File: src/rtl/cdt_pkg.sv
package cdt_pkg;
  localparam int NUM_SRC   = 4;
  localparam int SEL_W     = 2;
  localparam int PRES_W    = 3;
  localparam int CH_STRIDE = 16;
  localparam int IEN_OFF   = 0;
  localparam int STS_OFF   = 4;
  localparam int CTRL_REL  = 0;
  localparam int INTV_REL  = 4;
  localparam int CNT_REL   = 8;

  typedef struct packed {
    logic              oneshot;
    logic [PRES_W-1:0] pres;
    logic [SEL_W-1:0]  src;
    logic              reload;
    logic              en;
  } ctrl_t;
endpackage

File: src/rtl/cdt_prescaler.sv
module cdt_prescaler
  import cdt_pkg::*;
(
  input  logic               clk,
  input  logic               rst,
  input  logic               clr,
  input  logic [NUM_SRC-1:0] src_tick,
  input  logic [SEL_W-1:0]   sel,
  input  logic [PRES_W-1:0]  pres,
  output logic               tick
);
  localparam int DIV_W = (1 << PRES_W) - 1;

  logic [DIV_W-1:0] pc_q;
  logic [DIV_W-1:0] mask;
  logic             pick;

  always_comb begin
    pick = src_tick[sel];
    mask = ~({DIV_W{1'b1}} << pres);
    tick = pick && ((pc_q & mask) == mask);
  end

  always_ff @(posedge clk) begin
    if (rst || clr) pc_q <= '0;
    else if (pick)  pc_q <= pc_q + 1'b1;
  end
endmodule

File: src/rtl/cdt_channel.sv
module cdt_channel
  import cdt_pkg::*;
#(
  parameter int CNT_W = 32
) (
  input  logic               clk,
  input  logic               rst,
  input  logic               ctrl_we,
  input  ctrl_t              ctrl_wd,
  input  logic               intv_we,
  input  logic [CNT_W-1:0]   intv_wd,
  input  logic [NUM_SRC-1:0] src_tick,
  output ctrl_t              ctrl_q,
  output logic [CNT_W-1:0]   intv_q,
  output logic [CNT_W-1:0]   cnt_q,
  output logic               expire
);
  logic div_tick;
  logic tick;

  cdt_prescaler u_pres (
    .clk      (clk),
    .rst      (rst),
    .clr      (!ctrl_q.en || ctrl_q.reload),
    .src_tick (src_tick),
    .sel      (ctrl_q.src),
    .pres     (ctrl_q.pres),
    .tick     (div_tick)
  );

  always_comb begin
    tick   = div_tick && ctrl_q.en && !ctrl_q.reload;
    expire = tick && (cnt_q == CNT_W'(1));
  end

  always_ff @(posedge clk) begin
    if (rst) begin
      ctrl_q <= '0;
      intv_q <= '0;
      cnt_q  <= '0;
    end else begin
      if (ctrl_we)                         ctrl_q        <= ctrl_wd;
      else if (ctrl_q.reload)              ctrl_q.reload <= 1'b0;
      else if (expire && ctrl_q.oneshot)   ctrl_q.en     <= 1'b0;
      if (intv_we) intv_q <= intv_wd;
      if (ctrl_q.reload)                   cnt_q <= intv_q;
      else if (tick) begin
        if (cnt_q > CNT_W'(1))             cnt_q <= cnt_q - 1'b1;
        else if (ctrl_q.oneshot)           cnt_q <= '0;
        else                               cnt_q <= intv_q;
      end
    end
  end

  // load request is consumed in one cycle and lands the interval
  a_r3_reload_clears: assert property (@(posedge clk) disable iff (rst)
    (ctrl_q.reload && !ctrl_we) |=> (!ctrl_q.reload && cnt_q == $past(intv_q)));
  // a disabled channel with no load pending holds its count
  a_r8_disabled_holds: assert property (@(posedge clk) disable iff (rst)
    (!ctrl_q.en && !ctrl_q.reload) |=> $stable(cnt_q));
  // single-shot expiry stops the channel
  a_r6_oneshot_stops: assert property (@(posedge clk) disable iff (rst)
    (expire && ctrl_q.oneshot && !ctrl_we) |=> (!ctrl_q.en && cnt_q == '0));
  // repeating expiry reloads the interval
  a_r7_periodic_reloads: assert property (@(posedge clk) disable iff (rst)
    (expire && !ctrl_q.oneshot && !intv_we) |=> (cnt_q == $past(intv_q)));
endmodule

File: src/rtl/cdt_irq.sv
module cdt_irq #(
  parameter int NUM_CH = 2
) (
  input  logic              clk,
  input  logic              rst,
  input  logic              ien_we,
  input  logic              sts_we,
  input  logic [NUM_CH-1:0] wbits,
  input  logic [NUM_CH-1:0] expire,
  output logic [NUM_CH-1:0] ien_q,
  output logic [NUM_CH-1:0] sts_q,
  output logic              irq
);
  always_ff @(posedge clk) begin
    if (rst) begin
      ien_q <= '0;
      sts_q <= '0;
      irq   <= 1'b0;
    end else begin
      if (ien_we) ien_q <= wbits;
      sts_q <= (sts_q & ~(sts_we ? wbits : '0)) | expire;
      irq   <= |(sts_q & ien_q);
    end
  end

  // an expiry always leaves its status bit set
  a_r6_expire_sets: assert property (@(posedge clk) disable iff (rst)
    (expire != '0) |=> ((sts_q & $past(expire)) == $past(expire)));
  // a one written to a bit with no concurrent expiry clears it
  a_r9_w1c: assert property (@(posedge clk) disable iff (rst)
    (sts_we && expire == '0) |=> ((sts_q & $past(wbits)) == '0));
  // with the mask empty for two cycles the line stays low
  a_r10_irq_gated: assert property (@(posedge clk) disable iff (rst)
    (ien_q == '0 && $past(ien_q) == '0) |-> !irq);
endmodule

File: src/rtl/cdtimer_top.sv
module cdtimer_top
  import cdt_pkg::*;
#(
  parameter int NUM_CH = 2,
  parameter int CNT_W  = 32,
  parameter int ADDR_W = 8
) (
  input  logic               clk,
  input  logic               rst,
  input  logic [ADDR_W-1:0]  bus_addr,
  input  logic               bus_we,
  input  logic               bus_re,
  input  logic [CNT_W-1:0]   bus_wdata,
  output logic [CNT_W-1:0]   bus_rdata,
  input  logic [NUM_SRC-1:0] src_tick,
  output logic               irq
);
  localparam int CTRL_W = $bits(ctrl_t);

  ctrl_t             ch_ctrl [NUM_CH];
  logic [CNT_W-1:0]  ch_intv [NUM_CH];
  logic [CNT_W-1:0]  ch_cnt  [NUM_CH];
  logic [NUM_CH-1:0] ch_exp;
  logic [NUM_CH-1:0] ien, sts;
  logic [CNT_W-1:0]  rd_mux;

  for (genvar c = 0; c < NUM_CH; c++) begin : g_ch
    localparam int BASE = CH_STRIDE * (c + 1);
    cdt_channel #(.CNT_W(CNT_W)) u_ch (
      .clk      (clk),
      .rst      (rst),
      .ctrl_we  (bus_we && bus_addr == ADDR_W'(BASE + CTRL_REL)),
      .ctrl_wd  (ctrl_t'(bus_wdata[CTRL_W-1:0])),
      .intv_we  (bus_we && bus_addr == ADDR_W'(BASE + INTV_REL)),
      .intv_wd  (bus_wdata),
      .src_tick (src_tick),
      .ctrl_q   (ch_ctrl[c]),
      .intv_q   (ch_intv[c]),
      .cnt_q    (ch_cnt[c]),
      .expire   (ch_exp[c])
    );
  end

  cdt_irq #(.NUM_CH(NUM_CH)) u_irq (
    .clk    (clk),
    .rst    (rst),
    .ien_we (bus_we && bus_addr == ADDR_W'(IEN_OFF)),
    .sts_we (bus_we && bus_addr == ADDR_W'(STS_OFF)),
    .wbits  (bus_wdata[NUM_CH-1:0]),
    .expire (ch_exp),
    .ien_q  (ien),
    .sts_q  (sts),
    .irq    (irq)
  );

  always_comb begin
    rd_mux = '0;
    if (bus_addr == ADDR_W'(IEN_OFF)) rd_mux = CNT_W'(ien);
    if (bus_addr == ADDR_W'(STS_OFF)) rd_mux = CNT_W'(sts);
    for (int c = 0; c < NUM_CH; c++) begin
      if (bus_addr == ADDR_W'(CH_STRIDE * (c + 1) + CTRL_REL)) rd_mux = CNT_W'(ch_ctrl[c]);
      if (bus_addr == ADDR_W'(CH_STRIDE * (c + 1) + INTV_REL)) rd_mux = ch_intv[c];
      if (bus_addr == ADDR_W'(CH_STRIDE * (c + 1) + CNT_REL))  rd_mux = ch_cnt[c];
    end
  end

  always_ff @(posedge clk) begin
    if (rst)         bus_rdata <= '0;
    else if (bus_re) bus_rdata <= rd_mux;
  end
endmodule

File: config.mk
export PLATFORM = sky130hd
export DESIGN_NAME = cdtimer_top
export DESIGN_NICKNAME = d
export VERILOG_FILES = /design/src/rtl/cdt_pkg.sv /design/src/rtl/cdt_prescaler.sv /design/src/rtl/cdt_channel.sv /design/src/rtl/cdt_irq.sv /design/src/rtl/cdtimer_top.sv
export SDC_FILE = /design/constraint.sdc
export NUM_CORES = 1
export LEC_CHECK = 0
export CORE_MARGIN = 2
export CORE_UTILIZATION = 45
export CTS_CLUSTER_SIZE = 28
export DETAILED_ROUTE_END_ITERATION = 8
export DONT_BUFFER_PORTS = 1
export PLACE_DENSITY = 0.6
export SYNTH_ARGS = -nofsm -noshare
export SYNTH_HDL_FRONTEND = slang
export SYNTH_SLANG_ARGS = --single-unit
File: constraint.sdc
create_clock -name clk -period 2.4 [get_ports clk]
set_clock_uncertainty 0.05 [all_clocks]
set_input_delay 0.48 -clock clk [delete_from_list [all_inputs] [get_ports clk]]
set_output_delay 0.48 -clock clk [all_outputs]
set_load 0.05 [all_outputs]
# Yosys cells after proc, flatten, opt, wreduce, memory -nomap -nowiden
# Index checks and enable logic that the tools add are counted.
totals:
  register_bits: 195
  out_inout_bits: 33
  wordCells: 114
op_classes:
  addsub: 4
  order_cmp: 4
  n_eq_ne: 13
  shifts: 2
  mux: 27
  bitwise: 10
  reduce_logical: 34
ops:
  columns: ["operator", "n"]
  rows:
  - ["$mux 32", 15]
  - ["$eq 32x1->1 const B", 2]
  - ["$gt 32x1->1 const B", 2]
  - ["$sub 32x1->32 const B", 2]
  - ["$eq 8x5->1 const B", 3]
  - ["$eq 8x6->1 const B", 3]
  - ["$logic_and 1x1->1", 16]
  - ["$add 7x1->7 const B", 2]
  - ["$and 7x7->7", 2]
  - ["$eq 7x7->1", 2]
  - ["$not 7->7", 2]
  - ["$shl 7x3->7 const A", 2]
  - ["$eq 8x3->1 const B", 1]
  - ["$logic_not 8->1", 1]
  - ["$mux 1", 8]
  - ["$reduce_bool 2->1", 4]
  - ["$lt 2x3->1 const B", 2]
  - ["$reduce_or 2->1", 3]
  - ["$and 2x2->2", 2]
  - ["$bmux 1 s2", 2]
  - ["$logic_not 1->1", 4]
  - ["$logic_or 1x1->1", 4]
  - ["$mux 2", 2]
  - ["$ne 2x1->1 const B", 2]
  - ["other kinds (4)", 6]

# Longest topological paths before layout
depth:
  depth_word: 12
  mapped_depth: 11

# Hierarchy
# Synthesis repeated with hierarchy kept, for this count alone.
hier_totals:
  hier_cells: 1258
  area_unflattened_um2: 10774.1
by_module_without_submodules:
  columns: ["module", "instances", "cells_each", "area_each_um2", "seq_area_each_um2"]
  rows:
  - ["cdt_channel", 2, 408, 3626.0, 1441.4]
  - ["cdtimer_top", 1, 335, 2572.5, 640.6]
  - ["cdt_prescaler", 2, 45, 389.1, 140.1]
  - ["cdt_irq", 1, 17, 171.4, 100.1]

# Worst setup path after synthesis
# No wires, ideal clock.
synth_path:
  path_type: "register to register"
  startpoint: "register g_ch[1].u_ch.cnt_q[16]"
  endpoint: "register g_ch[1].u_ch.ctrl_q[0] in the netlist's numbering"
  setup_time_ps: 132
  arrival_time_ps: 2388
  required_ps: 2218
  path_slack_ps: -171
  path_stages_with_launch: 9
  path_buffers: 2
  synth_period_minus_slack_ps: 2571
  path_cell_list: "dfxtp_1 > buf_6 > or4_4 > or3_4 > or2_0 > buf_2 > or4_4 > o311ai_2 > a21oi_1"
synth_via:
  elab_chain_len: 5
synth_rtl:
  columns: ["element", "line_no", "source"]
  rows:
  - ["from (decl)", "cdt_channel.sv:15", "output logic [CNT_W-1:0] cnt_q,"]
  - ["from (signal assigned)", "cdt_channel.sv:46", "if (ctrl_q.reload) cnt_q <= intv_q;"]
  - ["from (signal assigned)", "cdt_channel.sv:48", "if (cnt_q > CNT_W'(1)) cnt_q <= cnt_q - 1'b1;"]
  - ["from (signal assigned)", "cdt_channel.sv:50", "else cnt_q <= intv_q;"]
  - ["$eq 32x1->1", "cdt_channel.sv:33", "expire = tick && (cnt_q == CNT_W'(1));"]
  - ["$logic_and 1x1->1", "cdt_channel.sv:33", null]
  - ["$logic_and 1x1->1", "cdt_channel.sv:44", "else if (expire && ctrl_q.oneshot) ctrl_q.en <= 1'b0;"]
  - ["$reduce_bool 2->1 (no line)", null, null]
  - ["$reduce_and 2->1 (no line)", null, null]
  - ["to (signal assigned)", "cdt_channel.sv:42", "if (ctrl_we) ctrl_q <= ctrl_wd;"]
  - ["to (decl)", "cdt_channel.sv:13", "output ctrl_t ctrl_q,"]
# Every way passes these cells.
# A chain may end at the register's enable or synchronous reset.

# Worst setup path after layout
layout_path:
  startpoint: "register g_ch[1].u_ch.cnt_q[19]"
  endpoint: "register g_ch[1].u_ch.ctrl_q[0] in the netlist's numbering"
# The elaborated chain is that of the path after synthesis.

==> results.cfg <==
[sta]
finalCritPeriodShare_pct = 100.8
maxSlewViolCount = 0
rsz0062_at_grt = yes
setup_viol = 1
fin_setup_tns_ps = -20.30
worst_pin_slew_ps = 1136
layout_min_cycle_time_ps = 2420
slew_headroom_pct = 23.96
fin_ws_ps = -20.30
hold_viol_final = 0
hold_ws_ps = 43.59
fmax_ghz = 0.4132

[detailed_routing]
first_pass_iters = 5
via_per_inst = 6.343
vias = 10900
wl_um = 36340
wl_per_cell_um = 21.14
drc_errors = 0
ant_nets = 0
drt-initial-drc-count = 1189

[worst_hold_path]
worstHoldPathType = input port to register
hold_end = g_ch[0].u_ch.intv_q[30]
min_path_cells = 1
holdCritStartpoint = rst

[status]
violations = setup timing
status = finished, violations left

[grt]
grtUsageTotal_pct = 29.36
grt_overflow = 0
grt_max_degree = 177
grt_pass1_wl_um = 56130
grt_pass1_vias = 9906
antenna_found_initial = 0

[pwr]
peakVddDrop_mv = 0.3896
finalPower_mw = 6.365
powerDensity_nw_per_um2 = 514.9
power_leakage_nw = 4.473

[yosys]
yosysMostFrequentCell = nand2_1
synth_area_per_cell_sq_um = 7.679
ys_ff_latch = 195
synth_area_leaders = dfxtp_1 37%, nand2_1 8.3%, a21oi_1 5.8%
synthCells = 1362
ys_types = 70
synth_top_area_cell = dfxtp_1
postSynthNetCount = 1416
ys_async_sr_fraction_pct = 0
synth_top_cell_area_share_pct = 37.33
yosysSeqAreaShare_pct = 37.33
ys_top_cells_by_count = 232 x nand2_1, 195 x dfxtp_1, 122 x a21oi_1, 105 x nor2_1, 89 x clkbuf_1
ys.flop_type = dfxtp_1
synth_area_sq_um = 10460
ys_warn_count = 0
synth_edf_count = 0

[clock_network]
postCtsHoldBufs = 0
cts.path.max_buffers = 2
clkSinkCount = 195
clock_latency_ps = 440
numCtsBuffers = 17
path_clk_slew_ps = 80
clockRootBuffer = clkbuf_16
h-tree-depth = 4
cts_tree = yes

[worst_setup_path]
ff2ff_path_depth = 6
rrSetupSlack_ps = -20
crit_arrival_ps = 2700
critPathKind = register to register
crit_start = g_ch[1].u_ch.cnt_q[19]
r2r_end = g_ch[1].u_ch.ctrl_q[0]
worst_ep_required_time_ps = 2680
critPathMaxFanout = 4
cp-start-kind = register
worst_setup_path_end_kind = register
r2r-start = g_ch[1].u_ch.cnt_q[19]

[placement]
gp_congestion = 0.9297
port_buffers = 0
dp_hpwl_um = 26060

[die]
die_area_sq_um = 24480
rows = 55
die_h_um = 156.5
initial_core_util_pct = 46.06
die_w_um = 156.5
coreArea_sq_um = 22710
ios = 81

[final_layout]
area_growth_pct = 18.21
antenna_cells = 0
final_nets = 1475
drive_above_1_share_pct = 16.11

[flow_run]
maxCapViolCount = 0
==> report_power, final <==
| part | total, mW | switching (mW) | internal [mW] |
|---|---|---|---|
| Sequential | 3.36 | 0.101 | 3.26 |
| Clock | 2.79 | 1.39 | 1.39 |
| Combinational | 0.221 | 0.128 | 0.0938 |
| Total | 6.37 | 1.62 | 4.75 |
==> routing by layer <==
metal | part of all wire (%) | up-vias | track usage [%]
li1 | - | 5107 | -
met1 | 44 | 5312 | 40.58
met2 | 45 | 421 | 45.77
met3 | 8.7 | 64 | 7.588
met4 | 2.1 | 0 | 7.252
met5 | 0 | - | 0
==> area by class of cell <==
class | instances | area [sq um]
fill | 2234 | 10350
multi-input combinational | 1021 | 6206
sequential | 195 | 3905
timing repair buffer | 145 | 1181
clock buffer | 19 | 442.9
tap | 285 | 356.6
inverter | 41 | 153.9
clock inverter | 13 | 117.6
==> placed cells by master (no fill, tap or decap), types with 14 or more instances in the layout <==
cell	Yosys	final
nand2_1	232	231
dfxtp_1	195	194
buf_4	0	133
a21oi_1	122	122
nor2_1	105	100
o21ai_0	63	53
nor3_1	44	43
a221oi_1	40	40
inv_1	39	39
nand3_1	39	39
xor2_1	25	25
a221o_1	23	23
o22ai_1	22	22
nand4_1	22	22
a311oi_1	21	19
xnor2_1	18	18
nor4_1	26	18
clkbuf_16	0	17
mux2i_1	16	16
a31oi_1	15	15
o211ai_1	14	14
==> stage by stage <==
| step | util [%] | std cells | worst slack, ps | instance area (sq um) |
|---|---|---|---|---|
| after floorplan | - | 1362 | -100.8 | 10500 |
| after global placement | 50.88 | 1682 | -94.57 | 11550 |
| after detailed placement | 50.88 | 1682 | -97.37 | 11550 |
| after CTS | 53.53 | 1716 | 9.885 | 12160 |
| after global routing | 54.44 | 1719 | -74.29 | 12360 |
| final | 54.44 | 1719 | -20.30 | 12360 |
==> registers in the layout (all words and copies together) (netlist names) <==
register and cells:
g_ch.u_ch.ctrl_q 16, g_ch.u_ch.u_pres.pc_q 14, g_ch.u_ch.intv_q 64, u_irq.sts_q 2
u_irq.ien_q 2, bus_rdata 32, u_irq.irq 1, g_ch.u_ch.cnt_q 64
==> worst max path at each step <==
stage / to / slack, ps / cells after the start
after floorplan: g_ch[1].u_ch.ctrl_q[0] / -100 / 7
after global placement: g_ch[1].u_ch.cnt_q[15] / -90 / 8
after detailed placement: g_ch[1].u_ch.cnt_q[15] / -100 / 8
after CTS: g_ch[1].u_ch.cnt_q[15] / 10 / 8
after global routing: g_ch[1].u_ch.cnt_q[7] / -70 / 8
final: g_ch[1].u_ch.ctrl_q[0] / -20 / 6
==> worst max-delay path, stage by stage, from the launching register on <==
cell      delay, ps
dfxtp_2         320
or4_4           530
or3_4           370
or2_4           270
or4_4           450
o311ai_4        220
a21oi_1         100
==> timing repair <==
action,4_1_cts,5_1_grt
endpoints found under the setup margin,21,47
gates cloned,1,1
gates resized for setup,10,49
pin swaps,2,19
setup buffers,1,2
==> logic make-up after synthesis <==
group / after synthesis / synth area share, %
AND/OR/NAND/NOR: 563 / 25.59
AO/OA/AOI/OAI: 389 / 24.97
flip-flops: 195 / 37.33
buffers and inverters: 146 / 5.515
XOR/XNOR: 43 / 3.601
multiplexers: 20 / 2.285
adder cells (fa/ha/maj): 6 / 0.7178
No activity file was read; power rests on OpenSTA's default activity.
